`config.mk`:
```
export PLATFORM = sky130hd
export DESIGN_NAME = opnd_addr_seq
export DESIGN_NICKNAME = d
export VERILOG_FILES = /design/src/rtl/opseq_pkg.sv /design/src/rtl/opseq_addr_gen.sv /design/src/rtl/opseq_ctrl.sv /design/src/rtl/opnd_addr_seq.sv
export SDC_FILE = /design/constraint.sdc
export NUM_CORES = 1
export LEC_CHECK = 0
export ABC_AREA = 1
export BUFFER_PORTS_ARGS = -buffer_cell sky130_fd_sc_hd__buf_2
export CORE_MARGIN = 2
export CORE_UTILIZATION = 25
export CTS_CLUSTER_SIZE = 30
export DETAILED_ROUTE_END_ITERATION = 10
export HOLD_SLACK_MARGIN = 0.06
export MAX_ROUTING_LAYER = met4
export SYNTH_ARGS = -nofsm -noshare
export SYNTH_HDL_FRONTEND = slang
export SYNTH_SLANG_ARGS = --single-unit
export TNS_END_PERCENT = 20
```
`constraint.sdc`:
```
create_clock -name clk -period 4.61 [get_ports clk]
set_clock_uncertainty 0.05 [all_clocks]
set_input_delay 0.461 -clock clk [delete_from_list [all_inputs] [get_ports clk]]
set_output_delay 0.461 -clock clk [all_outputs]
set_load 0.05 [all_outputs]
```
`src/rtl/opseq_pkg.sv`:
```
package opseq_pkg;
  typedef enum logic [2:0] {
    AM_IMM   = 3'd0,
    AM_DISP  = 3'd1,
    AM_INDEX = 3'd2,
    AM_ABS   = 3'd3,
    AM_MIND  = 3'd4,
    AM_AINC  = 3'd5,
    AM_ADEC  = 3'd6,
    AM_SCALE = 3'd7
  } amode_t;

  typedef enum logic [1:0] {
    ST_IDLE  = 2'd0,
    ST_PTR   = 2'd1,
    ST_FINAL = 2'd2
  } seq_state_t;
endpackage

```
`src/rtl/opseq_addr_gen.sv`:
```
module opseq_addr_gen
  import opseq_pkg::*;
#(
  parameter int DW = 32,
  parameter int CW = 16
) (
  input  logic [2:0]    mode_i,
  input  logic [1:0]    size_i,
  input  logic [DW-1:0] base_i,
  input  logic [DW-1:0] index_i,
  input  logic [CW-1:0] imm_i,
  output logic [DW-1:0] cext_o,
  output logic [DW-1:0] addr_o,
  output logic [DW-1:0] wb_o
);
  localparam int EXTW = DW - CW;

  logic [1:0]    shamt;
  logic [DW-1:0] step;
  logic [DW-1:0] scaled_idx;

  assign cext_o = {{EXTW{imm_i[CW-1]}}, imm_i};

  always_comb begin
    case (size_i)
      2'd0:    shamt = 2'd0;
      2'd1:    shamt = 2'd1;
      default: shamt = 2'd2;
    endcase
  end

  assign step       = DW'(1) << shamt;
  assign scaled_idx = index_i << shamt;

  always_comb begin
    wb_o = base_i;
    case (amode_t'(mode_i))
      AM_DISP:  addr_o = base_i + cext_o;
      AM_INDEX: addr_o = base_i + index_i;
      AM_ABS:   addr_o = cext_o;
      AM_AINC: begin
        addr_o = base_i;
        wb_o   = base_i + step;
      end
      AM_ADEC: begin
        wb_o   = base_i - step;
        addr_o = wb_o;
      end
      AM_SCALE: addr_o = cext_o + base_i + scaled_idx;
      default:  addr_o = base_i;
    endcase
  end
endmodule

```
`src/rtl/opseq_ctrl.sv`:
```
module opseq_ctrl
  import opseq_pkg::*;
#(
  parameter int DW = 32
) (
  input  logic          clk,
  input  logic          rst,
  input  logic          start_i,
  input  logic [2:0]    mode_i,
  input  logic [DW-1:0] gen_addr_i,
  input  logic [DW-1:0] gen_wb_i,
  input  logic [DW-1:0] cext_i,
  input  logic          mem_rvalid_i,
  input  logic [DW-1:0] mem_rdata_i,
  output logic          mem_req_o,
  output logic [DW-1:0] mem_addr_o,
  output logic          busy_o,
  output logic          done_o,
  output logic [DW-1:0] operand_o,
  output logic          wb_en_o,
  output logic [DW-1:0] wb_data_o
);
  seq_state_t    st;
  amode_t        mode_q;
  logic [DW-1:0] wbv_q;
  logic          upd_mode;

  assign upd_mode = (mode_q == AM_AINC) || (mode_q == AM_ADEC);
  assign busy_o   = (st != ST_IDLE);

  always_ff @(posedge clk) begin
    if (rst) begin
      st         <= ST_IDLE;
      mode_q     <= AM_IMM;
      wbv_q      <= '0;
      mem_req_o  <= 1'b0;
      mem_addr_o <= '0;
      done_o     <= 1'b0;
      operand_o  <= '0;
      wb_en_o    <= 1'b0;
      wb_data_o  <= '0;
    end else begin
      done_o  <= 1'b0;
      wb_en_o <= 1'b0;
      case (st)
        ST_IDLE: begin
          if (start_i) begin
            mode_q <= amode_t'(mode_i);
            wbv_q  <= gen_wb_i;
            if (amode_t'(mode_i) == AM_IMM) begin
              operand_o <= cext_i;
              done_o    <= 1'b1;
            end else begin
              mem_req_o  <= 1'b1;
              mem_addr_o <= gen_addr_i;
              st <= (amode_t'(mode_i) == AM_MIND) ? ST_PTR : ST_FINAL;
            end
          end
        end
        ST_PTR: begin
          if (mem_rvalid_i) begin
            mem_addr_o <= mem_rdata_i;
            st         <= ST_FINAL;
          end
        end
        ST_FINAL: begin
          if (mem_rvalid_i) begin
            mem_req_o <= 1'b0;
            operand_o <= mem_rdata_i;
            done_o    <= 1'b1;
            if (upd_mode) begin
              wb_en_o   <= 1'b1;
              wb_data_o <= wbv_q;
            end
            st <= ST_IDLE;
          end
        end
        default: st <= ST_IDLE;
      endcase
    end
  end

  AST_REQ_HOLD: assert property (@(posedge clk) disable iff (rst)
    (mem_req_o && !mem_rvalid_i) |=> (mem_req_o && $stable(mem_addr_o)))
    else $error("request dropped or address moved");

  AST_WB_WITH_DONE: assert property (@(posedge clk) disable iff (rst)
    wb_en_o |-> done_o)
    else $error("writeback without done");

  AST_WB_MODE: assert property (@(posedge clk) disable iff (rst)
    wb_en_o |-> upd_mode)
    else $error("writeback in non-updating mode");

  AST_BUSY_IGNORE: assert property (@(posedge clk) disable iff (rst)
    busy_o |=> $stable(mode_q))
    else $error("mode changed while busy");

  AST_IMM_NO_REQ: assert property (@(posedge clk) disable iff (rst)
    (!busy_o && start_i && amode_t'(mode_i) == AM_IMM) |=> (!mem_req_o && done_o))
    else $error("immediate mode touched memory");

  AST_DONE_IDLE: assert property (@(posedge clk) disable iff (rst)
    done_o |-> (!mem_req_o && !busy_o))
    else $error("done while request open");
endmodule

```
`src/rtl/opnd_addr_seq.sv`:
```
module opnd_addr_seq
  import opseq_pkg::*;
#(
  parameter int DW = 32,
  parameter int CW = 16
) (
  input  logic          clk,
  input  logic          rst,
  input  logic          start_i,
  input  logic [2:0]    mode_i,
  input  logic [1:0]    size_i,
  input  logic [DW-1:0] base_i,
  input  logic [DW-1:0] index_i,
  input  logic [CW-1:0] imm_i,
  output logic          mem_req_o,
  output logic [DW-1:0] mem_addr_o,
  input  logic          mem_rvalid_i,
  input  logic [DW-1:0] mem_rdata_i,
  output logic          busy_o,
  output logic          done_o,
  output logic [DW-1:0] operand_o,
  output logic          wb_en_o,
  output logic [DW-1:0] wb_data_o
);
  logic [DW-1:0] cext;
  logic [DW-1:0] gen_addr;
  logic [DW-1:0] gen_wb;

  opseq_addr_gen #(.DW(DW), .CW(CW)) u_gen (
    .mode_i (mode_i),
    .size_i (size_i),
    .base_i (base_i),
    .index_i(index_i),
    .imm_i  (imm_i),
    .cext_o (cext),
    .addr_o (gen_addr),
    .wb_o   (gen_wb)
  );

  opseq_ctrl #(.DW(DW)) u_ctrl (
    .clk         (clk),
    .rst         (rst),
    .start_i     (start_i),
    .mode_i      (mode_i),
    .gen_addr_i  (gen_addr),
    .gen_wb_i    (gen_wb),
    .cext_i      (cext),
    .mem_rvalid_i(mem_rvalid_i),
    .mem_rdata_i (mem_rdata_i),
    .mem_req_o   (mem_req_o),
    .mem_addr_o  (mem_addr_o),
    .busy_o      (busy_o),
    .done_o      (done_o),
    .operand_o   (operand_o),
    .wb_en_o     (wb_en_o),
    .wb_data_o   (wb_data_o)
  );
endmodule

```
* Word level (Yosys, flattened, before mapping) *
Index checks and enable logic that the tools add are counted.
Widths: inputs -> output; s select.

word-level totals
  output and inout port bits = 100
  logic and storage cells = 74
  register bits = 136
  input port bits = 121

cells by class
  reductions and logical operators = 14
  multiplexer cells = 25
  add/sub/neg operators = 5
  eq/ne operators = 17
  bitwise logic cells = 2
  shift-type cells = 2

operators with widths
  operator              number
  $pmux 32 s2           3
  $mux 32               5
  $pmux 32 s5           1
  $add 32x32->32        4
  $shl 1x2->32 const A  1
  $shl 32x2->32         1
  $sub 32x32->32        1
  $eq 3x3->1 const B    6
  $reduce_and 4->1      4
  $mux 2                5
  $ne 2x2->1 const B    4
  $mux 1                7
  $eq 3x2->1 const B    2
  $pmux 2 s3            1
  $reduce_bool 2->1     3
  $eq 2x1->1 const B    2
  $logic_not 2->1       2
  $pmux 1 s2            2
  $pmux 2 s2            1
  $eq 3x1->1 const B    1
  $logic_not 3->1       1
  $reduce_and 3->1      1
  $reduce_or 3->1       1
  $eq 2x2->1 const B    1
  other kinds (4)       5

* Depth between registers and ports, before layout *
Gate-level depths: netlist (run 1).

  word-level depth = 8
  gate-level depth with buffers = 28
  depth with buffers taken out = 28

* By module *
From an unflattened synthesis (run 1), not the netlist that was laid out.

second synthesis, totals
  cells, all modules = 2776
  area, all modules = 15761.4 um^2

by module, submodules not included
  module          cells each  area each (um^2)  sequential area each (um^2)  times used
  opseq_addr_gen  1921        9987.1            0.0                          1
  opseq_ctrl      855         5774.3            2722.6                       1

* Worst setup path after synthesis (run 1) *
OpenSTA, ideal clock, no wires.

  path kind = in2reg
  from = in base_i[0]
  to = reg u_ctrl.mem_addr_o[30]
  library setup time = 0.131 ns
  data arrival time = 3.423 ns
  setup slack = 1.006 ns
  buffers on the path = 0
  required time = 4.429 ns
  cell stages on the path = 23
  path through = ha_1 fa_1 nand2_1 nand2_1 o21ai_1 o21ai_0 nand2_1 nand2_1 nand3_1 nand3_1 and2_1 ha_1 nand2_1 nor2_1 inv_1 nor4_1 nand3_1 a21oi_1 o21ai_2 nor2_1 nand2_1 nand2_1 a21oi_2

on the way
  word-level cells in the longest chain between the ends = 6
  elaborated cells on any way between the ends = 8
  classes of those cells = add/sub (4); mux (4)

RTL lines
  item                    line                                        text
  start: declaration      opnd_addr_seq.sv:12                         input logic [DW-1:0] base_i,
  $add 32x32->32          opseq_addr_gen.sv:38, opseq_addr_gen.sv:49
  $add 32x32->32          opseq_addr_gen.sv:49                        AM_SCALE: addr_o = cext_o + base_i + scaled_idx;
  $pmux 32 s5 (*)         opseq_addr_gen.sv:37                        case (amode_t'(mode_i))
  $mux 32 (*)             opseq_ctrl.sv:50                            if (amode_t'(mode_i) == AM_IMM) begin
  $mux 32 (*)             opseq_ctrl.sv:47                            if (start_i) begin
  $pmux 32 s2 (*)         opseq_ctrl.sv:45                            case (st)
  end signal: assignment  opseq_ctrl.sv:55                            mem_addr_o <= gen_addr_i;
  end signal: assignment  opseq_ctrl.sv:62                            mem_addr_o <= mem_rdata_i;
  end: declaration        opseq_ctrl.sv:16                            output logic [DW-1:0] mem_addr_o,

Mark *: on every way between the ends. The rest lies on a longest branch, timed or not. The select of a mux whose other input is x is not followed.
A chain may end at the register's enable or synchronous reset.

* Worst setup path after layout (run 1) *
  from = in base_i[0]
  to = reg u_ctrl.mem_addr_o[27]

Same word-level chain as after synthesis.

==> impl_metrics.py, run 1 <==
metrics = {
    "synthesis": {
        "yosysSeqAreaShare_pct": 18.51,
        "synthArstFlopShare_pct": 0,
        "synth_area_um2": 14710,
        "synth.avg_cell_area_um2": 5.762,
        "ys_warn_count": 0,
        "synth_ff_type": "dfxtp_1",
        "yosysTopAreaCell": "dfxtp_1",
        "synth_cell_type_count": 54,
        "yosysTopAreaCellShare_pct": 18.51,
        "synth_nets": 2780,
        "ys_ff_latch": 136,
        "synthCells": 2553,
        "synth.area.top_cells": "dfxtp_1 (19%), nand2_1 (16%), nor2_1 (9.2%), ha_1 (8.6%), a21oi_1 (8.2%)",
        "synth_edf_count": 0,
    },
    "power_and_ir_drop": {
        "intPower_mw": 2.839,
        "power_frac_seq_pct": 24.8,
        "p_switching_mw": 2.579,
        "p_total_mw": 5.417,
        "max-vdd-ir-drop_mv": 0.2154,
        "p_leak_nw": 8.542,
        "sw_frac_of_total_pct": 47.60,
        "p_per_area_nw_per_um2": 305.5,
        "pwr-share-clk_pct": 24.9,
        "p_comb_share_pct": 50.4,
    },
    "clock_tree": {
        "cts_resized": 0,
        "postCtsSetupRepairBufs": 0,
        "ctsHoldBuffers": 0,
        "cts_tree": "yes",
        "clock_path_buffers": 2,
        "clkTransAtPathRegs_ns": 0.07,
        "numCtsBuffers": 17,
        "htree_levels": 4,
        "clock-sinks": 136,
        "clock_latency_ns": 0.44,
        "cts_root_buffer": "clkbuf_16",
    },
    "global_routing": {
        "grt_max_degree": 68,
        "gr-usage-all-layers_pct": 24.82,
        "grt_pass1_vias": 17210,
        "grt_overflow": 0,
        "grt_first_pass_wirelength_um": 109000,
        "antenna_found_initial": 1,
    },
    "status": {
        "outcome": "complete, no violations",
    },
    "sta": {
        "fin_tns_setup_ns": 0,
        "rsz0062_at_grt": "no",
        "fin_crit_sh_pct": 90.39,
        "fmax_mhz": 240.0,
        "max-slew-margin-rel_pct": 34.14,
        "final.min_clock_period_ns": 4.167,
        "fin_ws_ns": 0.4432,
        "hold_slack_ns": 0.2399,
        "tightest_slew_ns": 0.9868,
        "hold_violations": 0,
        "setup_viol": 0,
        "finalMaxSlewViolations": 0,
    },
    "place": {
        "place_inst": 3547,
        "gp_congestion": 1.047,
        "post-place-ws_ns": 0.1185,
        "post-dp-hpwl_um": 62950,
        "placed_area_um2": 17170,
        "portBuffers": 220,
    },
    "floorplanning": {
        "dieArea_um2": 60800,
        "core-area_um2": 57920,
        "die_h_um": 246.6,
        "start_util_pct": 25.40,
        "row_count": 88,
        "die_w_um": 246.6,
        "pin_count": 221,
    },
    "worst_setup_path": {
        "startpoint_type": "primary input",
        "reg2reg_to": "u_ctrl.wb_data_o[26]",
        "required_ns": 4.86,
        "cp_top_family": "simple AND/OR/NAND/NOR gates",
        "crit_slowest_cell": "fa_1",
        "critPathMaxFanout": 4,
        "endpoint_kind": "flop",
        "path_buf_inv": 1,
        "critical_path_arrival_ns": 4.42,
        "startpoint": "base_i[0]",
        "cpMostUsedCell": "nand2_1",
        "critPathMaxStageDelay_ns": 0.40,
        "reg2regPathDepth": 9,
        "r2r_slack_ns": 1.25,
        "cp.depth": 25,
        "critPathKind": "in2reg",
        "rr_startpoint": "u_ctrl.st[1]",
    },
    "finish": {
        "final_util_pct": 30.62,
        "nNetsFinal": 3028,
        "postLayoutCellArea_um2": 17740,
        "syn2layout_area_growth_pct": 20.57,
        "layoutNonFillerInstCount": 3581,
        "final_layout_size_suffix_gt1_share_pct": 14.61,
    },
    "drt": {
        "num_vias": 19000,
        "viasPerCell": 5.305,
        "drc": 0,
        "wl_um": 75600,
        "final_antenna_net_count": 0,
        "routedWlPerCell_um": 21.11,
        "drtIter0Drc": 2179,
        "firstDrtPassIters": 6,
    },
    "hold_path": {
        "hp-class": "in2reg",
        "worst_hold_path.endpoint": "u_ctrl.operand_o[12]",
        "hold_start": "mem_rdata_i[12]",
        "hold_depth": 3,
    },
    "run": {
        "drv_cap": 0,
    },
}
[layer usage]
metal	track usage [%]	routed length [um]	share of wire [%]
met1	32.25	32200	43
met2	38.24	33760	45
met3	4.270	6687	8.8
met4	9.550	2963	3.9
met5	-	0	0
[power groups by stage]
stage | clock network (mW) | registers (mW) | logic, mW
CTS | 1.36 | 1.34 | 2.67
floorplan | 0 | 1.59 | 1.45
detailed placement | 0 | 1.37 | 2.65
finish | 1.35 | 1.34 | 2.73
global route | 1.40 | 1.35 | 2.95
global placement | 0 | 1.37 | 2.67
[cell type report]
cell class              count  area (um2)
multi-input cells        2056       10620
diodes                      2       5.005
clock inverters            13       108.9
fillers                  6662       40180
well taps                 765       957.2
flip-flops and latches    136        2723
repair buffers            320        1852
inverters                 270        1013
clock buffers              19       452.9
[state kept, by name, summed over array words and instances (netlist names), 2 cells and up]
name               flops
u_ctrl.mode_q          3
u_ctrl.wbv_q          32
u_ctrl.wb_data_o      32
u_ctrl.operand_o      32
u_ctrl.st              2
u_ctrl.mem_addr_o     32
[worst max-delay path by stage]
stage / end
finish: u_ctrl.mem_addr_o[27]
detailed placement: u_ctrl.mem_addr_o[27]
global placement: u_ctrl.mem_addr_o[27]
global route: u_ctrl.mem_addr_o[19]
CTS: u_ctrl.mem_addr_o[27]
floorplan: u_ctrl.mem_addr_o[30]
[worst min-delay path, delay by kind of cell]
kind | cells | cell delay [ns]
AOI/OAI and AO/OA | 1 | 0.07
buffers and inverters | 1 | 0.10
and+or+nand+nor | 1 | 0.05
[cells by family (layout without fill, tap and decap cells)]
group                    Yosys count  in the layout  synth area share, %
AND/OR/NAND/NOR                 1284           1284                36.70
AO/OA/AOI/OAI                    635            635                24.20
buffers and inverters            361            622                9.492
flip-flops                       136            136                18.51
adder cells (fa/ha/maj)          106            106                9.271
XOR/XNOR                          29             29                1.778
other                              2              4              0.05105
[Yosys cell counts, drive strengths merged (32+ instances only)]
master and n:
nand2 632, nor2 371, inv 268, a21oi 241
o21ai 222, nand3 164, dfxtp 136, ha 101
clkbuf 60, a31oi 46, nand4 46, o22ai 34
nor3 32
[cells in the final DEF (no fill, tap or decap), types with 7 or more instances in the layout]
master     count
inv_2         15
a41oi_1        8
buf_2        220
nor3_1        24
or2_2         11
a21oi_1      240
nand2_1      628
clkbuf_16     17
and2_1         8
nor2_1       360
a21o_1        14
o21ai_0      206
xor2_1        22
nor4_1        10
o21bai_1      20
dfxtp_1      136
a31oi_1       46
o22ai_1       34
nand3b_1      10
inv_1        253
nand4_1       46
o211ai_1      11
nand3_1      160
o2111ai_1     10
nor2_2         7
ha_1         101
o21ai_1       13
buf_4        100
(Power assumes the default switching activity.)
==> inputs of run 2 (changes only) <==
ABC_AREA = unset   (was 1)
CAP_MARGIN = 20   (was unset)
CELL_PAD_IN_SITES_DETAIL_PLACEMENT = 1   (was unset)
CELL_PAD_IN_SITES_GLOBAL_PLACEMENT = 2   (was unset)
PLACE_DENSITY_LB_ADDON = 0.1   (was unset)
==> run 2 against run 1 <==
Against the previous run:
- non-clock buffer count rose by 122
- register-to-register slack improved by 0.33 ns
- clock power barely moved
- sequential share of layout area rose by 0.14 points
- cell area fell by 0.93%
- sequential cell count did not move
- maximum frequency fell by 6.2%
- critical path depth fell by 4
- power rose by 1.9%
- via count fell by 16%
- utilization rose by 1.4 points
- critical endpoint is now u_ctrl.mem_addr_o[29]
- largest power group unchanged
==> impl_metrics.py, run 2 <==
metrics = {
    "status": {
        "outcome": "complete, no violations",
    },
    "finish": {
        "final_util_pct": 32.02,
        "layoutNonFillerInstCount": 2958,
        "final_layout_size_suffix_gt1_share_pct": 23.21,
        "final_common_cell": "nand2_1",
        "most-common-layout-cells": "nand2_1 (268), buf_4 (221), buf_2 (219)",
        "nNetsFinal": 2468,
        "postLayoutCellArea_um2": 17570,
        "syn2layout_area_growth_pct": 27.37,
    },
    "synthesis": {
        "yosys.area_share.xor_xnor_pct": 7.365,
        "yosysTopAreaCellShare_pct": 19.74,
        "synth-compound-area-share_pct": 30.71,
        "synth_most_common_cell": "nand2_1",
        "synth_edf_count": 0,
        "yosysSeqAreaShare_pct": 19.74,
        "ys_warn_count": 0,
        "synth_nets": 2151,
        "synth_area_um2": 13790,
        "ys_ff_latch": 136,
        "yosys-mux-area-fraction_pct": 4.771,
        "synth_top_family_by_area": "compound AO/OA/AOI/OAI gates",
        "synthAdderAreaFrac_pct": 9.887,
        "synth_ff_type": "dfxtp_1",
        "yosys-top-cells-count": "nand2_1 (268), a21oi_1 (198), nor2_1 (166)",
        "synth-simple-area-share_pct": 22.46,
        "synthCells": 1924,
        "yosysTopAreaCell": "dfxtp_1",
        "synth.avg_cell_area_um2": 7.170,
        "synthArstFlopShare_pct": 0,
        "synth.area.top_cells": "dfxtp_1 (20%), ha_1 (9.2%), nand2_1 (7.3%), a21oi_1 (7.2%), o21ai_0 (4.9%)",
        "synth_cell_type_count": 89,
    },
    "drt": {
        "firstDrtPassIters": 5,
        "routedWlPerCell_um": 24.89,
        "num_vias": 16030,
        "drc": 0,
        "wl_um": 73630,
        "viasPerCell": 5.418,
        "drtIter0Drc": 1029,
        "final_antenna_net_count": 0,
    },
    "clock_tree": {
        "htree_levels": 4,
        "cts_root_buffer": "clkbuf_16",
        "clock-sinks": 136,
        "cts_tree": "yes",
        "clkTransAtPathRegs_ns": 0.08,
        "clock_path_buffers": 2,
        "clock_latency_ns": 0.44,
        "numCtsBuffers": 17,
    },
    "worst_setup_path": {
        "startpoint_type": "primary input",
        "critPathMaxStageDelay_ns": 0.36,
        "path_cells": "buf_2 > ha_2 > fa_2 > a211oi_2 > o211ai_1 > buf_4 > a211oi_1 > buf_4 > nor4b_1 > o31a_1 > or3_1 > and2_1 > ha_1 > a21o_1 > a21o_1 > a21oi_1 > o221a_2 > o31ai_2 > xor2_1 > a211oi_2 > o21ai_1",
        "critical_path_arrival_ns": 4.73,
        "critPathKind": "in2reg",
        "crit_slowest_cell": "fa_2",
        "critPathMaxFanout": 3,
        "endpoint_kind": "flop",
        "required_ns": 4.90,
    },
    "global_routing": {
        "grt_first_pass_wirelength_um": 108900,
        "grt_pass1_vias": 16060,
        "antenna_found_initial": 2,
        "gr-usage-all-layers_pct": 26.31,
        "grt_overflow": 0,
        "grt_max_degree": 76,
    },
    "sta": {
        "final.min_clock_period_ns": 4.443,
        "setup_viol": 0,
        "rsz0062_at_grt": "no",
        "fmax_mhz": 225.1,
        "fin_crit_sh_pct": 96.39,
        "max-slew-margin-rel_pct": 36.64,
        "finalMaxSlewViolations": 0,
        "tightest_slew_ns": 0.9505,
        "hold_violations": 0,
    },
    "place": {
        "portBuffers": 220,
        "placed_area_um2": 16930,
        "gp_congestion": 0.9222,
        "place_inst": 2926,
        "post-dp-hpwl_um": 61320,
    },
    "floorplanning": {
        "dieArea_um2": 57070,
        "core-area_um2": 54880,
        "start_util_pct": 25.14,
        "die_w_um": 238.9,
        "die_h_um": 238.9,
        "pin_count": 221,
        "row_count": 86,
    },
    "power_and_ir_drop": {
        "p_leak_nw": 7.488,
        "power_frac_seq_pct": 23.7,
        "intPower_mw": 3.126,
        "sw_frac_of_total_pct": 43.40,
        "p_comb_share_pct": 51.4,
        "p_per_area_nw_per_um2": 314.3,
        "max-vdd-ir-drop_mv": 0.2294,
        "pwr-share-clk_pct": 24.8,
        "p_switching_mw": 2.397,
    },
    "hold_path": {
        "hp-class": "in2reg",
    },
    "run": {
        "drv_cap": 0,
    },
}
==> run 2: changes by cell type in the layout (fill, tap and decap cells not counted), sizes merged, moves of 19 or more <==
| cell | change |
|---|---|
| nand2 | -362 |
| inv | -238 |
| nor2 | -203 |
| buf | +122 |
| nand3 | -116 |
| o21ai | -78 |
| a211oi | +64 |
| xnor2 | +61 |
| mux2i | +59 |
| a21oi | -42 |
| a31oi | -28 |
| xor2 | +26 |
| nand2b | +21 |
| nand4 | -19 |
==> run 2: final cells by class <==
cell class / count / area, um2
antenna: 1 / 2.502
clock buffer: 17 / 425.4
clock inverter: 14 / 142.6
fill: 6780 / 37310
inverter: 32 / 120.1
multi-input combinational: 1612 / 10470
sequential: 136 / 2723
tap: 704 / 880.8
timing repair buffer: 442 / 2810
==> run 2: critical path: cells and delay by family <==
family | cells | cell delay (ns)
buffers and inverters | 3 | 0.48
AO/OA/AOI/OAI | 11 | 2.16
XOR/XNOR | 1 | 0.17
adder cells (fa/ha/maj) | 3 | 0.88
AND/OR/NAND/NOR | 3 | 0.57
==> run 2: per-stage QoR <==
step,total power [mW],setup TNS [ns],setup slack (ns),hold WS (ns)
floorplan,2.911,0,0.1956,0.3788
global placement,4.097,-4.109,-0.4549,0.3904
detailed placement,4.116,-5.095,-0.4508,0.3954
CTS,5.506,0,0.003132,0.2420
global route,5.854,0,0.01415,0.2530
finish,5.522,0,0.1666,0.2664
==> run 2: path summary, 6_finish.rpt <==
| path | slack, ns | cells after the start | end | startpoint |
|---|---|---|---|---|
| max reg2reg | 1.58 | 8 | u_ctrl.mem_addr_o[16] | u_ctrl.st[0] |
| max | 0.17 | 21 | u_ctrl.mem_addr_o[29] | base_i[0] |
| min reg2reg | 0.40 | 2 | u_ctrl.wbv_q[4] | u_ctrl.wbv_q[4] |
| min | 0.27 | 2 | u_ctrl.mem_req_o | mem_rvalid_i |
==> run 2: logic make-up (layout without fill, tap and decap cells) <==
group | Yosys count | in the layout
XOR/XNOR | 116 | 116
adder cells (fa/ha/maj) | 106 | 106
AND/OR/NAND/NOR | 669 | 669
AO/OA/AOI/OAI | 655 | 655
flip-flops | 136 | 136
other | 2 | 3
buffers and inverters | 176 | 505
multiplexers | 64 | 64
==> run 2: layer usage <==
layer	wire, um	track usage [%]
met1	37580	37.99
met2	32560	40.64
met3	2736	1.917
met4	745	4.148
met5	0	-
==> run 2: what timing repair did <==
| action | 4_1_cts | 5_1_grt |
|---|---|---|
| hold buffers | 0 | 0 |
| gates resized for setup | 0 | 18 |
| setup buffers | 0 | 0 |
| setup endpoints to repair | 0 | 16 |
==> run 2: power groups by stage <==
stage / Clock [mW] / Combinational [mW] / Sequential (mW)
finish: 1.37 / 2.84 / 1.31
floorplan: 0 / 1.42 / 1.50
global placement: 0 / 2.76 / 1.34
detailed placement: 0 / 2.78 / 1.34
global route: 1.46 / 3.07 / 1.32
CTS: 1.40 / 2.79 / 1.31
